==> src/rtl/blkstore_seq.sv <==
module blkstore_seq #(
  parameter int AW   = 32,
  parameter int DW   = 32,
  parameter int NREG = 16,
  localparam int IW  = $clog2(NREG)
) (
  input  logic            clk,
  input  logic            rst_n,
  input  logic            start,
  input  logic [AW-1:0]   base_addr,
  input  logic [IW-1:0]   base_idx,
  input  logic [NREG-1:0] reg_mask,
  input  logic            pre_step,
  input  logic            step_up,
  input  logic            wb_en,
  output logic [IW-1:0]   rf_idx,
  input  logic [DW-1:0]   rf_data,
  output logic            mem_valid,
  input  logic            mem_ready,
  output logic [AW-1:0]   mem_addr,
  output logic [DW-1:0]   mem_wdata,
  output logic            busy,
  output logic            done,
  output logic            wb_valid,
  output logic [IW-1:0]   wb_idx,
  output logic [AW-1:0]   wb_value,
  output logic            undef_flag
);
  localparam int STEP = DW / 8;

  function automatic logic [IW-1:0] low_bit(input logic [NREG-1:0] m);
    low_bit = '0;
    for (int i = NREG - 1; i >= 0; i--)
      if (m[i]) low_bit = IW'(i);
  endfunction

  logic            run_q, done_q, wb_q;
  logic [NREG-1:0] left_q;
  logic [AW-1:0]   addr_q, wbv_q;
  logic [IW-1:0]   bidx_q, first_q;

  logic [AW-1:0]   span, lo_addr, wb_next;
  logic [IW-1:0]   cur;
  logic [NREG-1:0] left_nxt;
  logic            hazard, xfer;

  assign span    = AW'($countones(reg_mask)) * AW'(STEP);
  assign lo_addr = step_up ? (pre_step ? base_addr + AW'(STEP) : base_addr)
                           : (base_addr - span + (pre_step ? '0 : AW'(STEP)));
  assign wb_next = step_up ? base_addr + span : base_addr - span;

  assign cur      = low_bit(left_q);
  assign left_nxt = left_q & ~(NREG'(1) << cur);
  assign hazard   = wb_q && (cur == bidx_q) && (cur != first_q);
  assign xfer     = run_q && mem_ready;

  assign rf_idx     = cur;
  assign mem_valid  = run_q;
  assign mem_addr   = addr_q;
  assign mem_wdata  = hazard ? '0 : rf_data;
  assign undef_flag = xfer && hazard;
  assign busy       = run_q;
  assign done       = done_q;
  assign wb_valid   = done_q && wb_q;
  assign wb_idx     = bidx_q;
  assign wb_value   = wbv_q;

  always_ff @(posedge clk or negedge rst_n) begin
    if (!rst_n) begin
      run_q   <= 1'b0;
      done_q  <= 1'b0;
      wb_q    <= 1'b0;
      left_q  <= '0;
      addr_q  <= '0;
      wbv_q   <= '0;
      bidx_q  <= '0;
      first_q <= '0;
    end else begin
      done_q <= 1'b0;
      if (!run_q) begin
        if (start) begin
          left_q  <= reg_mask;
          addr_q  <= lo_addr;
          wbv_q   <= wb_next;
          bidx_q  <= base_idx;
          first_q <= low_bit(reg_mask);
          wb_q    <= wb_en;
          if (reg_mask == '0) done_q <= 1'b1;
          else                run_q  <= 1'b1;
        end
      end else if (xfer) begin
        left_q <= left_nxt;
        addr_q <= addr_q + AW'(STEP);
        if (left_nxt == '0) begin
          run_q  <= 1'b0;
          done_q <= 1'b1;
        end
      end
    end
  end
endmodule

==> config.mk <==
export PLATFORM = sky130hd
export DESIGN_NAME = blkstore_seq
export DESIGN_NICKNAME = d
export VERILOG_FILES = /design/src/rtl/blkstore_seq.sv
export SDC_FILE = /design/constraint.sdc
export NUM_CORES = 1
export LEC_CHECK = 0
export BUFFER_PORTS_ARGS = -buffer_cell sky130_fd_sc_hd__buf_4
export CAP_MARGIN = 10
export CORE_MARGIN = 2
export CORE_UTILIZATION = 44
export DETAILED_ROUTE_END_ITERATION = 6
export GPL_TIMING_DRIVEN = 0
export HOLD_SLACK_MARGIN = 0.1
export PLACE_DENSITY = 0.7
export SLEW_MARGIN = 10
export SYNTH_ARGS = -nofsm -noshare
export SYNTH_HDL_FRONTEND = slang
export SYNTH_SLANG_ARGS = --single-unit
==> constraint.sdc <==
create_clock -name clk -period 3.1 [get_ports clk]
set_input_delay 0.465 -clock clk [delete_from_list [all_inputs] [get_ports clk]]
set_output_delay 0.465 -clock clk [all_outputs]
set_load 0.05 [all_outputs]
==> out/results.tsv <==
stage	metric	value	unit
outcome	status	finished with violations	
outcome	failing checks	design-rule violations, negative setup slack	
clock_network	CTS root buf	clkbuf_16	
grt	initial antenna violation count	0	
grt	met2 Usage GRT	57.3	%
place	Port Buffer Count	183	
grt	GR peak layer	met2	
job	Max-cap violations	0	
timing	Worst Skew	6.14	ps
floorplan	Initial Utilization	44.7	%
layout	diodes inserted	0	
clock_network	TritonCTS clock tree	built	
setup_path	crit path launch type	input port	
routing	DRT Pass-1 Iters	7	
timing	slack of the critical path	-2990	ps
yosys	top-count cell post-synth	nand2_1	
yosys	Post-synth EDFFs	0	
setup_path	CP arrival	6300	ps
yosys	Ys Warns	0	
routing	Detail Route Antenna Nets	0	
clock_network	clk sinks	91	
worst_hold_path	Tightest Hold Check Type	input port to async pin	
routing	number of DRC markers in iteration 0	1115	
timing	Final Setup Violations	92	
yosys	cell taking the most area after synthesis	dfrtp_1	
timing	f_max	164	MHz
timing	clock period minus worst slack	6090	ps
grt	total congestion overflow	0	
yosys	flops & latches, synth	91	
layout	Nets	1592	
timing	worst-margin pin slew	1120	ps
grt	GRT Total Usage	35.5	%
setup_path	Critical Path Sink Type	flop	
grt	GR Util met3	7.98	%
yosys	Synth top cells by count	nand2_1, nor2_1, dfrtp_1	
setup_path	CP Class	input port to flop	
timing	Final Max Tran Viols	0	
clock_network	clk slew on worst S/H paths	70	ps
layout	layout cell share with drive strength beyond 1	42.4	%
routing	Routed WL per cell	22.9	um
clock_network	Clock Latency Late Sink	360	ps
yosys	sequential share of the synthesized area	26.2	%
place	GP Congestion	0.927	
routing	DR vias/cell	6.20	
clock_network	H-tree depth	3	
power_and_ir_drop	Leakage	5.92	nW
yosys	top cell type's share of synthesized area	26.2	%
clock_network	# hold bufs at CTS	0	
grt	via count of the first global-routing pass	9733	
floorplan	Ports	200	
yosys	ys flop type	dfrtp_1	
yosys	post-synthesis cell count	1151	
floorplan	Die ar.	20900	um2
power_and_ir_drop	pwr/cell area	1050	nW/um2
grt	first-pass GRT wire length	56.0	mm
yosys	Syn Nets	1275	
clock_network	CTS Buf Count	9	
yosys	Area contributors post-synth	dfrtp_1, nand2_1, xnor2_1	
yosys	Netlist cell types	69	
routing	Post-Route WL	39.8	mm
layout	final core utilization	72.2	%
clock_network	CTS max path bufs	2	
routing	# DRC	7	
timing	Max-slew headroom	24.9	%
place	DP HPWL	26.0	mm
floorplan	Placeable Area	19400	um2
floorplan	row count	51	
yosys	Syn Area/Cell	7.54	um2
routing	via count	10770	
grt	met1 usage	43.3	%
grt	largest net degree at the start of global routing	92	
layout	P&R area growth vs syn	61.3	%
setup_path	Critical Path RT	3310	ps
yosys	share of async-settable or async-resettable flops after synthesis	100	%
timing	RSZ-0062 raised after global routing	true	
setup_path	CP Max Fanout	8	
yosys	Mapped Area	8680	um2
timing	Total Neg Setup Slack	-143510	ps
power_and_ir_drop	Worst VDD drop	0.909	mV
timing	Fin. Hold Viols	0	
timing	crit share post-route	196	%
floorplan	Die Width	144	um
floorplan	Die Height	144	um
==> registers in the layout, indices dropped and copies added, names as in the netlist <==
name      cells
busy          1
done          1
first_q       4
left_q       16
mem_addr     32
wb_idx        4
wb_q          1
wb_value     32
==> final cells by class <==
cell class	count	area, um2
Fill cell	1474	5400
Tap cell	265	332
Clock buffer	9	225
Timing Repair Buffer	313	2840
Inverter	53	230
Clock inverter	7	87.6
Sequential cell	91	2290
Multi-Input combinational cell	932	7630
Buffer	68	364
==> final timing paths <==
check / startpoint / endpoint / slack (ps) / cells past startpoint
max in group asynchronous: rst_n / left_q[11] / 2280 / 1
worst min register to register: wb_value[28] / wb_value[28] / 480 / 2
worst min-delay path: rst_n / wb_value[1] / 180 / 1
min in group clk: wb_en / wb_q / 290 / 3
worst max register to register: left_q[12] / busy / 110 / 10
worst max-delay path: reg_mask[3] / mem_addr[24] / -2990 / 21
==> power by group <==
| group | switching (W) | leakage (nW) | internal [W] |
|---|---|---|---|
| clock network | 0.000579 | 0.155 | 0.000650 |
| registers | 0.000606 | 1.09 | 0.00168 |
| logic | 0.00645 | 4.67 | 0.00478 |
==> cells by family after synthesis <==
| logic type | Yosys count | share of synthesized area, % |
|---|---|---|
| DFF | 91 | 26.2 |
| adders and majority gates | 33 | 5.80 |
| muxes | 26 | 3.07 |
| and+or+nand+nor | 494 | 28.1 |
| AOI/OAI and AO/OA | 278 | 20.9 |
| xor gates and xnor gates | 101 | 10.2 |
| buffers and inverters | 128 | 5.77 |
==> cells in the final DEF, fill, tap and decap left out, types with 25 or more instances in the layout <==
cell / instances
nor2_1: 87
o21ai_1: 38
nand2_1: 138
buf_8: 42
dfrtp_1: 78
buf_6: 39
and2_4: 34
xor2_1: 39
nand3_1: 38
nand4_1: 25
o21ai_0: 37
clkbuf_1: 48
xnor2_1: 35
inv_1: 34
a21oi_1: 28
buf_4: 234
==> critical path: stages <==
cell	delay (ps)
buf_4	130
inv_4	80
fa_1	430
fa_1	530
fa_2	440
fa_1	510
inv_2	50
ha_4	150
fa_2	500
fa_2	410
or2_4	300
a211oi_4	350
buf_8	180
o21ai_2	70
a22oi_2	230
nand4_1	150
buf_6	180
nor4_4	390
mux2i_2	310
mux2i_1	300
a21oi_1	110
==> layer usage <==
metal / up-vias / wire [um]
met5: - / 0
met4: 0 / 2640
met3: 205 / 4310
met2: 752 / 18300
met1: 5087 / 14500
li1: 4726 / -
==> per-stage QoR <==
stage | hold WS, ps | area [um2] | total power, W | cells | worst slack [ps]
6_report | 176 | 14000 | 0.0147 | 1738 | -2990
5_1_grt | 253 | 14000 | 0.0154 | 1738 | -3130
4_1_cts | 291 | 13000 | 0.0128 | 1689 | -2900
3_5_place_dp | 464 | 10800 | 0.00961 | 1599 | -3910
3_3_place_gp | 461 | 10800 | 0.00956 | 1599 | -3960
2_1_floorplan | 169 | 9140 | 0.00750 | 1151 | -2840
==> repair_timing <==
item / 4_1_cts / 5_1_grt
buffers inserted: 74 / 56
pin swaps: 108 / 117
setup endpoints to repair: 94 / 94
resized for setup: 297 / 138
cloned: 4 / 0
hold endpoints to repair: 0 / 0
Power figures use the tool's default switching activity.
